File: config.mk
export PLATFORM = sky130hd
export DESIGN_NAME = uart_dport
export DESIGN_NICKNAME = d
export VERILOG_FILES = /design/src/rtl/dport_pkg.sv /design/src/rtl/dport_fifo.sv /design/src/rtl/dport_decode.sv /design/src/rtl/dport_status.sv /design/src/rtl/uart_dport.sv
export SDC_FILE = /design/constraint.sdc
export NUM_CORES = 1
export LEC_CHECK = 0
export ABC_AREA = 0
export BUFFER_PORTS_ARGS = -buffer_cell sky130_fd_sc_hd__buf_2
export CAP_MARGIN = 20
export CORE_MARGIN = 8
export CORE_UTILIZATION = 40
export CTS_CLUSTER_DIAMETER = 60
export DETAILED_ROUTE_END_ITERATION = 12
export PLACE_DENSITY = 0.56
export SYNTH_ARGS = -nofsm -noshare
export SYNTH_HDL_FRONTEND = slang
export SYNTH_SLANG_ARGS = --single-unit
File: constraint.sdc
create_clock -name clk -period 7.7 [get_ports clk]
set_input_delay 1.54 -clock clk [delete_from_list [all_inputs] [get_ports clk]]
set_output_delay 1.54 -clock clk [all_outputs]
set_load 0.005 [all_outputs]
File: src/rtl/dport_pkg.sv
package dport_pkg;
   localparam int unsigned OFS_DATA = 0;
   localparam int unsigned OFS_FCTL = 8;
   localparam int unsigned OFS_LCTL = 12;
   localparam int unsigned OFS_STAT = 20;

   localparam int unsigned ST_DR   = 0;
   localparam int unsigned ST_OVR  = 1;
   localparam int unsigned ST_THRE = 5;
   localparam int unsigned LC_DIVA = 7;
   localparam int unsigned FC_QEN  = 0;

   typedef struct packed {
      logic dat_wr;
      logic dat_rd;
      logic div_wr;
      logic fctl_wr;
      logic lctl_wr;
      logic stat_rd;
   } dport_dec_t;
endpackage

File: src/rtl/dport_fifo.sv
module dport_fifo #(
   parameter int unsigned W     = 8,
   parameter int unsigned DEPTH = 16,
   localparam int unsigned AW   = (DEPTH > 1) ? $clog2(DEPTH) : 1,
   localparam int unsigned CW   = $clog2(DEPTH + 1)
) (
   input  logic          clk,
   input  logic          rst_n,
   input  logic          flush,
   input  logic          one_deep,
   input  logic          push,
   input  logic          pop,
   input  logic [W-1:0]  wdata,
   output logic [W-1:0]  head,
   output logic          full,
   output logic          empty,
   output logic [CW-1:0] count
);
   generate
      if (DEPTH < 2) begin : g_bad_depth
         $error("dport_fifo: DEPTH must be at least 2");
      end
      if ((DEPTH & (DEPTH - 1)) != 0) begin : g_bad_pow2
         $error("dport_fifo: DEPTH must be a power of two");
      end
   endgenerate

   logic [W-1:0]  mem [DEPTH];
   logic [AW-1:0] wptr, rptr;
   logic          do_push, do_pop;

   assign empty   = (count == '0);
   assign full    = one_deep ? (count != '0) : (count == CW'(DEPTH));
   assign do_push = push && !full;
   assign do_pop  = pop && !empty;
   assign head    = mem[rptr];

   always_ff @(posedge clk or negedge rst_n) begin
      if (!rst_n) begin
         wptr  <= '0;
         rptr  <= '0;
         count <= '0;
      end else if (flush) begin
         wptr  <= '0;
         rptr  <= '0;
         count <= '0;
      end else begin
         if (do_push) wptr <= wptr + 1'b1;
         if (do_pop)  rptr <= rptr + 1'b1;
         if (do_push && !do_pop)      count <= count + 1'b1;
         else if (do_pop && !do_push) count <= count - 1'b1;
      end
   end

   always_ff @(posedge clk) begin
      if (do_push && !flush) mem[wptr] <= wdata;
   end
endmodule

File: src/rtl/dport_decode.sv
module dport_decode
   import dport_pkg::*;
#(
   parameter int unsigned ADDR_W = 5
) (
   input  logic              sel,
   input  logic              wr,
   input  logic              rd,
   input  logic [ADDR_W-1:0] addr,
   input  logic              diva,
   output dport_dec_t        dec
);
   always_comb begin
      dec = '0;
      if (sel) begin
         if (addr == ADDR_W'(OFS_DATA)) begin
            if (diva) dec.div_wr = wr;
            else begin
               dec.dat_wr = wr;
               dec.dat_rd = rd && !wr;
            end
         end else if (addr == ADDR_W'(OFS_FCTL)) begin
            dec.fctl_wr = wr;
         end else if (addr == ADDR_W'(OFS_LCTL)) begin
            dec.lctl_wr = wr;
         end else if (addr == ADDR_W'(OFS_STAT)) begin
            dec.stat_rd = rd && !wr;
         end
      end
   end
endmodule

File: src/rtl/dport_status.sv
module dport_status
   import dport_pkg::*;
(
   input  logic       clk,
   input  logic       rst_n,
   input  logic       ovr_set,
   input  logic       ovr_clr,
   input  logic       rx_ready,
   input  logic       tx_idle,
   output logic       ovr,
   output logic [7:0] stat_byte
);
   always_ff @(posedge clk or negedge rst_n) begin
      if (!rst_n)       ovr <= 1'b0;
      else if (ovr_set) ovr <= 1'b1;
      else if (ovr_clr) ovr <= 1'b0;
   end

   always_comb begin
      stat_byte          = '0;
      stat_byte[ST_DR]   = rx_ready;
      stat_byte[ST_OVR]  = ovr;
      stat_byte[ST_THRE] = tx_idle;
   end
endmodule

File: src/rtl/uart_dport.sv
module uart_dport
   import dport_pkg::*;
#(
   parameter int unsigned ADDR_W = 5,
   parameter int unsigned BUS_W  = 32,
   parameter int unsigned DATA_W = 8,
   parameter int unsigned DEPTH  = 16,
   localparam int unsigned CW    = $clog2(DEPTH + 1)
) (
   input  logic              clk,
   input  logic              rst_n,
   input  logic              bus_sel,
   input  logic              bus_wr,
   input  logic              bus_rd,
   input  logic [ADDR_W-1:0] bus_addr,
   input  logic [BUS_W-1:0]  bus_wdata,
   output logic [BUS_W-1:0]  bus_rdata,
   output logic              tx_valid,
   output logic [DATA_W-1:0] tx_data,
   input  logic              tx_pop,
   input  logic              rx_push,
   input  logic [DATA_W-1:0] rx_data
);
   generate
      if (BUS_W < DATA_W || DATA_W < 8) begin : g_bad_width
         $error("uart_dport: BUS_W must cover DATA_W, DATA_W at least 8");
      end
      if (ADDR_W < 5) begin : g_bad_addr
         $error("uart_dport: ADDR_W too small for the register offsets");
      end
   endgenerate

   dport_dec_t        dec;
   logic [7:0]        lctl;
   logic              qen;
   logic [DATA_W-1:0] div_lo;
   logic              flush;
   logic [DATA_W-1:0] rx_head;
   logic              rx_full, rx_empty, tx_full, tx_empty;
   logic [CW-1:0]     rx_count, tx_count;
   logic              ovr;
   logic [7:0]        stat_byte;

   dport_decode #(.ADDR_W(ADDR_W)) u_dec (
      .sel  (bus_sel),
      .wr   (bus_wr),
      .rd   (bus_rd),
      .addr (bus_addr),
      .diva (lctl[LC_DIVA]),
      .dec  (dec)
   );

   assign flush = dec.fctl_wr;

   always_ff @(posedge clk or negedge rst_n) begin
      if (!rst_n) begin
         lctl   <= '0;
         qen    <= 1'b0;
         div_lo <= '0;
      end else begin
         if (dec.lctl_wr) lctl   <= bus_wdata[7:0];
         if (dec.fctl_wr) qen    <= bus_wdata[FC_QEN];
         if (dec.div_wr)  div_lo <= bus_wdata[DATA_W-1:0];
      end
   end

   dport_fifo #(.W(DATA_W), .DEPTH(DEPTH)) u_txq (
      .clk      (clk),
      .rst_n    (rst_n),
      .flush    (flush),
      .one_deep (!qen),
      .push     (dec.dat_wr),
      .pop      (tx_pop),
      .wdata    (bus_wdata[DATA_W-1:0]),
      .head     (tx_data),
      .full     (tx_full),
      .empty    (tx_empty),
      .count    (tx_count)
   );

   dport_fifo #(.W(DATA_W), .DEPTH(DEPTH)) u_rxq (
      .clk      (clk),
      .rst_n    (rst_n),
      .flush    (flush),
      .one_deep (!qen),
      .push     (rx_push),
      .pop      (dec.dat_rd),
      .wdata    (rx_data),
      .head     (rx_head),
      .full     (rx_full),
      .empty    (rx_empty),
      .count    (rx_count)
   );

   assign tx_valid = !tx_empty;

   dport_status u_stat (
      .clk       (clk),
      .rst_n     (rst_n),
      .ovr_set   (rx_push && rx_full),
      .ovr_clr   (dec.stat_rd),
      .rx_ready  (!rx_empty),
      .tx_idle   (tx_empty),
      .ovr       (ovr),
      .stat_byte (stat_byte)
   );

   always_comb begin
      bus_rdata = '0;
      if (bus_sel && bus_rd) begin
         if (bus_addr == ADDR_W'(OFS_DATA)) begin
            if (lctl[LC_DIVA])  bus_rdata[DATA_W-1:0] = div_lo;
            else if (!rx_empty) bus_rdata[DATA_W-1:0] = rx_head;
         end else if (bus_addr == ADDR_W'(OFS_LCTL)) begin
            bus_rdata[7:0] = lctl;
         end else if (bus_addr == ADDR_W'(OFS_STAT)) begin
            bus_rdata[7:0] = stat_byte;
         end
      end
   end
endmodule

==> flow_summary.yaml, run 1 <==
synth:
  count_of_flip_flops_with_a_built_in_enable_after_synthesis: 256
  postSynth.asyncResetShare: 0.1467
  yosys_warnings: 0
  post_synth.cell_area_avg_um2: 17.84
  yosys.area.top_type: "sky130_fd_sc_hd__edfxtp_1"
  yosys-top-cells-area: "sky130_fd_sc_hd__edfxtp_1 60%, sky130_fd_sc_hd__mux4_2 13%, sky130_fd_sc_hd__dfrtp_1 8.6%"
  synth_top_flop_cell: "sky130_fd_sc_hd__edfxtp_1"
  post_synth_inst_count: 716
  synth.lib_cells_used.distinct: 59
  synth.yosys.seq_area_share: 0.6882
  syn_area_um2: 12770
  synth.top_cell.area_share: 0.6019
  synth-seq-cells: 300
critical_path:
  worstPathMaxFanout: 13
  r2r_end: "u_txq.count[4]$_DFFE_PN0P_"
  regToRegStartpoint: "u_txq.count[1]$_DFFE_PN0P_"
  worst-endpoint-arrival_ns: 3.13
  reg2regPathDepth: 10
  kind_of_critical_path: "in2out"
  r2r_setup_slack_ns: 4.02
  crit_path_start: "bus_addr[4]"
  crit_path_end: "bus_rdata[5]"
  worstPathRequired_ns: 6.16
  setup.worst_path.end_class: "output port"
  setup.worst_path.start_class: "input pin"
cts:
  clock-root-buffer: "sky130_fd_sc_hd__clkbuf_16"
  cts.clk_slew.worst_paths_ns: 0.06
  numCtsBuffers: 34
  cts_num_sinks: 300
  cts.repair.resized: 0
  cts_post_setup_buffers_inserted: 0
  clock_tree_from_tritoncts: "yes"
  htree_levels: 2
  clk_path_buf_depth: 3
  hold_buffers: 0
  clk-insertion-delay-late_ns: 0.50
global_routing:
  grt_pass1_vias: 6922
  gr-usage-all-layers: 0.1414
  grt_max_degree: 45
  antenna_violations_before_repair: 0
  wire_length_of_the_first_global_routing_pass_mm: 41.54
  grt-ovfl-total: 0
final_layout:
  post-route-cell-area_um2: 14430
  design.final.nets: 846
  fin_cells: 1201
  area_delta_synth_final_pct: 13.01
  insertedDiodeCount: 0
  fillCellCount: 2703
  finalCoreUtilization: 0.4586
  drive_above_1_share: 0.2879
  multi_input_area_um2: 3687
  sequential_cell_area_um2: 8793
routing:
  dr.first_iter.drc_count: 413
  drt.antenna.violating_nets: 0
  route.final.wire_length_mm: 26.97
  via_per_inst: 5.425
  drc_errors: 0
  drt-pass1-iter-count: 5
  detailroute.via_count: 6515
  route.detailed.wl_per_inst_um: 22.46
timing:
  finalSetupViolations: 0
  fin_skew_ns: 0.01657
  final_hold_viol_count: 0
  min_period_ns: 4.668
  worst_slack_ns: 3.032
  tightest_slew_ns: 0.8835
  setup_total_negative_slack_ns: 0
  grt_setup_unrepaired: "false"
  layout_worst_path_cycle_share: 0.6062
  relative_slew_margins: 0.4110
  timing.fmax_mhz: 214.2
  timing_max_transition_violations_final: 0
  final.hold.worst_slack_ns: 0.5040
die:
  die_h_um: 194.7
  fp.coreArea_um2: 31470
  die_x_um: 194.7
  floorplan.die_area_um2: 37900
  cell_rows: 65
  ios: 93
  start_util: 0.4058
placed_design:
  hpwl_mm: 17.48
  buffer_ports.inserted: 44
  post-place-ws_ns: 2.746
  gp_congestion: 0.7674
  place_inst: 1139
  post_dp_cell_area_um2: 13370
pwr:
  power.leakage_nw: 4.921
  power_density_nw_per_um2: 296.9
  power.total_mw: 4.285
  ir_drop_mv: 0.2018
min_path:
  classification_of_the_worst_slack_hold_path: "reg2reg"
run_status:
  run_status: "finished clean"
job:
  timing.max_cap.violations: 0
## state kept, by name, summed over array words and instances, names as in the netlist
register and count:
u_rxq.wptr 4, u_rxq.mem 128, u_txq.mem 128, u_rxq.count 5, u_stat.ovr 1, lctl 8
u_txq.wptr 4, qen 1, u_txq.count 5, u_rxq.rptr 4, div_lo 8, u_txq.rptr 4
## worst min-delay path by stage
| stage | to | cells past startpoint | slack, ns | from |
|---|---|---|---|---|
| finish | u_stat.ovr$_DFFE_PN0P_ | 1 | 0.50 | u_stat.ovr$_DFFE_PN0P_ |
| global route | u_stat.ovr$_DFFE_PN0P_ | 1 | 0.53 | u_stat.ovr$_DFFE_PN0P_ |
| CTS | u_stat.ovr$_DFFE_PN0P_ | 1 | 0.51 | u_stat.ovr$_DFFE_PN0P_ |
| detailed placement | u_stat.ovr$_DFFE_PN0P_ | 1 | 0.49 | u_stat.ovr$_DFFE_PN0P_ |
| global placement | div_lo[1]$_DFFE_PN0P_ | 1 | 0.49 | div_lo[1]$_DFFE_PN0P_ |
| floorplan | u_stat.ovr$_DFFE_PN0P_ | 1 | 0.47 | u_stat.ovr$_DFFE_PN0P_ |
## per-layer routing
| metal | routed length, µm | vias to the layer above | GRT usage |
|---|---|---|---|
| met5 | 0 | - | 0 |
| li1 | - | 2923 | - |
| met1 | 11540 | 3402 | 0.1812 |
| met3 | 1223 | 33 | 0.02591 |
| met4 | 456 | 0 | 0.03564 |
| met2 | 13750 | 157 | 0.2452 |
## synthesized netlist by cell type (3+ instances only)
master,count
sky130_fd_sc_hd__buf_2,11
sky130_fd_sc_hd__o21ai_0,5
sky130_fd_sc_hd__buf_4,24
sky130_fd_sc_hd__nand4_1,6
sky130_fd_sc_hd__nor4_1,10
sky130_fd_sc_hd__nor2_1,30
sky130_fd_sc_hd__mux2_2,17
sky130_fd_sc_hd__a211oi_1,3
sky130_fd_sc_hd__mux2i_1,3
sky130_fd_sc_hd__and2_1,15
sky130_fd_sc_hd__edfxtp_1,256
sky130_fd_sc_hd__a32o_1,3
sky130_fd_sc_hd__ha_1,18
sky130_fd_sc_hd__nand3_1,12
sky130_fd_sc_hd__xor2_1,10
sky130_fd_sc_hd__xnor2_1,4
sky130_fd_sc_hd__inv_1,14
sky130_fd_sc_hd__nor3_1,15
sky130_fd_sc_hd__a221oi_1,8
sky130_fd_sc_hd__nand2_1,36
sky130_fd_sc_hd__buf_6,3
sky130_fd_sc_hd__clkbuf_1,18
sky130_fd_sc_hd__mux4_2,72
sky130_fd_sc_hd__buf_1,6
sky130_fd_sc_hd__a21o_1,6
sky130_fd_sc_hd__dfrtp_1,44
sky130_fd_sc_hd__a22oi_1,16
sky130_fd_sc_hd__a21oi_1,10
## layout by cell type, fill, tap and decap left out, types with 4 or more instances in the layout
cell	netlist	final
sky130_fd_sc_hd__a21o_1	6	6
sky130_fd_sc_hd__a21oi_1	10	10
sky130_fd_sc_hd__a221oi_1	8	8
sky130_fd_sc_hd__a22oi_1	16	16
sky130_fd_sc_hd__and2_1	15	15
sky130_fd_sc_hd__buf_2	11	46
sky130_fd_sc_hd__buf_4	24	14
sky130_fd_sc_hd__clkbuf_1	18	5
sky130_fd_sc_hd__clkbuf_16	0	34
sky130_fd_sc_hd__clkinv_1	0	6
sky130_fd_sc_hd__clkinv_2	0	6
sky130_fd_sc_hd__conb_1	1	24
sky130_fd_sc_hd__dfrtp_1	44	40
sky130_fd_sc_hd__dfrtp_2	0	4
sky130_fd_sc_hd__edfxtp_1	256	256
sky130_fd_sc_hd__ha_1	18	18
sky130_fd_sc_hd__inv_1	14	14
sky130_fd_sc_hd__mux2_2	17	17
sky130_fd_sc_hd__mux4_2	72	72
sky130_fd_sc_hd__nand2_1	36	36
sky130_fd_sc_hd__nand3_1	12	12
sky130_fd_sc_hd__nand4_1	6	6
sky130_fd_sc_hd__nor2_1	30	30
sky130_fd_sc_hd__nor3_1	15	14
sky130_fd_sc_hd__nor4_1	10	6
sky130_fd_sc_hd__nor4_2	1	5
sky130_fd_sc_hd__o21ai_0	5	5
sky130_fd_sc_hd__xnor2_1	4	4
sky130_fd_sc_hd__xor2_1	10	10
## power breakdown
part,switching (mW),total [mW],internal [mW]
Clock,0.633,1.50,0.864
Sequential,0.141,1.98,1.83
Combinational,0.384,0.813,0.429
## final cells by class
cell class / count / share of cell area
Sequential cell: 300 / 0.6093
Multi-Input combinational cell: 363 / 0.2555
Clock buffer: 40 / 0.06120
Tap cell: 402 / 0.03485
Timing Repair Buffer: 61 / 0.02462
Clock inverter: 21 / 0.01092
Inverter: 14 / 0.003641
## critical path: stages
cell	delay (ns)
sky130_fd_sc_hd__buf_2	0.12
sky130_fd_sc_hd__nor3_2	0.38
sky130_fd_sc_hd__nand2_1	0.41
sky130_fd_sc_hd__a221oi_1	0.42
sky130_fd_sc_hd__nor3_1	0.11
sky130_fd_sc_hd__buf_2	0.15
## cells by family after synthesis
kind of cell | Yosys count | share of synthesized area
buffers and inverters | 76 | 0.03223
multiplexers | 93 | 0.1461
AND/OR/NAND/NOR | 148 | 0.06300
flip-flops | 300 | 0.6882
other | 1 | 0.0002936
adder cells (fa/ha/maj) | 20 | 0.02077
AO/OA/AOI/OAI | 63 | 0.03860
XOR/XNOR | 15 | 0.01087
No activity file was read; power rests on OpenSTA's default activity.
==> run 2, diff against run 1 <==
ABC_AREA = 1   (was 0)
clock period = 4.65 ns   (was 7.7 ns; I/O delays follow)
==> flow_summary.yaml, run 2 <==
final_layout:
  layout.cells.most_common: "sky130_fd_sc_hd__nand2_1"
  finalCoreUtilization: 0.4567
  biggest_registers_after_layout: "u_rxq.mem x128, u_txq.mem x128"
  fillCellCount: 3019
  commonest_non_fill_non_tap_cells_in_the_layout: "273 x sky130_fd_sc_hd__nand2_1, 256 x sky130_fd_sc_hd__edfxtp_1, 126 x sky130_fd_sc_hd__nor2_1"
  design.final.nets: 1332
  insertedDiodeCount: 0
  drive_above_1_share: 0.1229
  fin_cells: 1728
  area_delta_synth_final_pct: 12.07
routing:
  detailroute.via_count: 8621
  dr.first_iter.drc_count: 614
  route.final.wire_length_mm: 31.09
  drt.antenna.violating_nets: 0
  via_per_inst: 4.989
  drt-pass1-iter-count: 5
  route.detailed.wl_per_inst_um: 17.99
  drc_errors: 0
global_routing:
  gr-usage-all-layers: 0.1594
  wire_length_of_the_first_global_routing_pass_mm: 48.59
  antenna_violations_before_repair: 0
  grt_pass1_vias: 8463
  grt-ovfl-total: 0
  grt_max_degree: 67
synth:
  yosys.area.top_type: "sky130_fd_sc_hd__edfxtp_1"
  yosys-top-cells-count: "273 x sky130_fd_sc_hd__nand2_1, 256 x sky130_fd_sc_hd__edfxtp_1, 126 x sky130_fd_sc_hd__nor2_1"
  post-synth-top-count-cell: "sky130_fd_sc_hd__nand2_1"
  yosys-top-cells-area: "sky130_fd_sc_hd__edfxtp_1 58%, sky130_fd_sc_hd__dfrtp_1 8.3%, sky130_fd_sc_hd__nand2_1 7.7%"
  postSynth.asyncResetShare: 0.1467
  syn_area_um2: 13290
  synth.yosys.seq_area_share: 0.6612
  post_synth.cell_area_avg_um2: 10.96
  synth.top_cell.area_share: 0.5784
  count_of_flip_flops_with_a_built_in_enable_after_synthesis: 256
  synth_top_flop_cell: "sky130_fd_sc_hd__edfxtp_1"
  post_synth_inst_count: 1213
  synth.lib_cells_used.distinct: 40
  synth-seq-cells: 300
  yosys_warnings: 0
cts:
  htree_levels: 2
  clock-root-buffer: "sky130_fd_sc_hd__clkbuf_16"
  clock_tree_from_tritoncts: "yes"
  cts_num_sinks: 300
  numCtsBuffers: 34
  cts.repair.resized: 0
  clk-insertion-delay-late_ns: 0.52
  clk_path_buf_depth: 3
  cts.clk_slew.worst_paths_ns: 0.06
  cts_post_setup_buffers_inserted: 0
  hold_buffers: 0
pwr:
  switch_pwr_mw: 2.736
  pwr-share-seq: 0.406
  power_density_nw_per_um2: 530.4
  power.leakage_nw: 5.741
  p_clk_frac: 0.312
  power.switching_fraction: 0.3462
  power.share.combinational: 0.282
  internal-power_mw: 5.165
  ir_drop_mv: 0.3310
critical_path:
  regToRegStartpoint: "lctl[7]$_DFFE_PN0P_"
  r2r_end: "u_txq.mem[11][0]$_DFFE_PP_"
  worstPathMaxFanout: 35
  timing.critical_path.max_delay_family: "buffers and inverters"
  worstPathRequired_ns: 3.72
  r2r_setup_slack_ns: 2.12
  kind_of_critical_path: "reg2out"
  crit_path_cell_trace: "inv_2, buf_4, nand2_1, nand3_1, nand2_1, nor2_1, nand2_1, nand2_1, nand2_1, a21oi_1, buf_2"
  cp_slowest_cell: "sky130_fd_sc_hd__inv_2"
  crit_top_cell: "sky130_fd_sc_hd__nand2_1"
  worst-endpoint-arrival_ns: 2.81
  crit_cells: 11
  setup.worst_path.end_class: "output port"
  setup.worst_path.start_class: "flip-flop"
  worst_path_largest_cell_delay_ns: 0.47
  reg2regPathDepth: 5
  crit_path_start: "u_rxq.rptr[0]$_DFFE_PN0P_"
  crit_path_end: "bus_rdata[2]"
  critical_path_buf_inv_count: 3
die:
  start_util: 0.4075
  cell_rows: 66
  floorplan.die_area_um2: 39320
  ios: 93
  fp.coreArea_um2: 32620
  die_h_um: 198.3
  die_x_um: 198.3
placed_design:
  post-place-ws_ns: 1.444
  buffer_ports.inserted: 44
  hpwl_mm: 19.20
  place_inst: 1665
  gp_congestion: 0.8246
timing:
  setup_total_negative_slack_ns: 0
  timing_max_transition_violations_final: 0
  worst_slack_ns: 0.9108
  grt_setup_unrepaired: "false"
  final.hold.worst_slack_ns: 0.2475
  timing.fmax_mhz: 267.4
  min_period_ns: 3.739
  layout_worst_path_cycle_share: 0.8041
  tightest_slew_ns: 0.9607
  final_hold_viol_count: 0
  relative_slew_margins: 0.3572
  finalSetupViolations: 0
  fin_skew_ns: 0.02181
job:
  timing.max_cap.violations: 0
min_path:
  classification_of_the_worst_slack_hold_path: "in2async"
run_status:
  run_status: "finished clean"
-- run 2: metrics by stage --
stage	area, µm²	power, mW
floorplan	13380	4.838
global placement	13850	5.471
detailed placement	13850	5.503
CTS	14880	7.971
global route	14900	8.373
finish	14900	7.901
-- run 2: power by group through the flow --
stage	registers (mW)	logic [mW]	clock network [mW]
final	3.21	2.23	2.46
after global routing	3.22	2.53	2.62
after CTS	3.21	2.25	2.51
after detailed placement	3.26	2.24	0
after global placement	3.26	2.21	0
after floorplan	3.20	1.64	0
-- run 2: logic make-up after synthesis --
kind of cell,synth area share
DFF,0.6612
AOI/OAI and AO/OA,0.07823
buffers and inverters,0.05761
and+or+nand+nor,0.1794
adders and majority gates,0.01996
xor gates and xnor gates,0.003295
other,0.0002821
-- run 2: layer usage --
layer | global-route usage | part of all wire | vias to the layer above
li1 | - | - | 4236
met1 | 0.2239 | 0.46 | 4096
met2 | 0.2549 | 0.46 | 241
met3 | 0.02054 | 0.057 | 48
met4 | 0.04867 | 0.023 | 0
met5 | 0 | 0 | -
-- run 2: worst min-delay path by stage --
| stage | from | endpoint | slack, ns | depth (start not counted) |
|---|---|---|---|---|
| after floorplan | div_lo[0]$_DFFE_PN0P_ | div_lo[0]$_DFFE_PN0P_ | 0.45 | 2 |
| after global placement | div_lo[7]$_DFFE_PN0P_ | div_lo[7]$_DFFE_PN0P_ | 0.47 | 2 |
| after detailed placement | lctl[3]$_DFFE_PN0P_ | lctl[3]$_DFFE_PN0P_ | 0.48 | 2 |
| after CTS | lctl[3]$_DFFE_PN0P_ | lctl[3]$_DFFE_PN0P_ | 0.49 | 2 |
| after global routing | rst_n | u_rxq.count[3]$_DFFE_PN0P_ | 0.23 | 1 |
| final | rst_n | u_rxq.count[3]$_DFFE_PN0P_ | 0.25 | 1 |
-- run 2: layout make-up --
type / count / area, µm² / area share
clock buffers: 44 / 919.6 / 0.06174
clock inverters: 18 / 105.1 / 0.007056
inverters: 82 / 307.8 / 0.02066
multi-input cells: 777 / 3829 / 0.2570
flip-flops and latches: 300 / 8791 / 0.5902
well taps: 442 / 553.0 / 0.03713
repair buffers: 65 / 390.4 / 0.02621
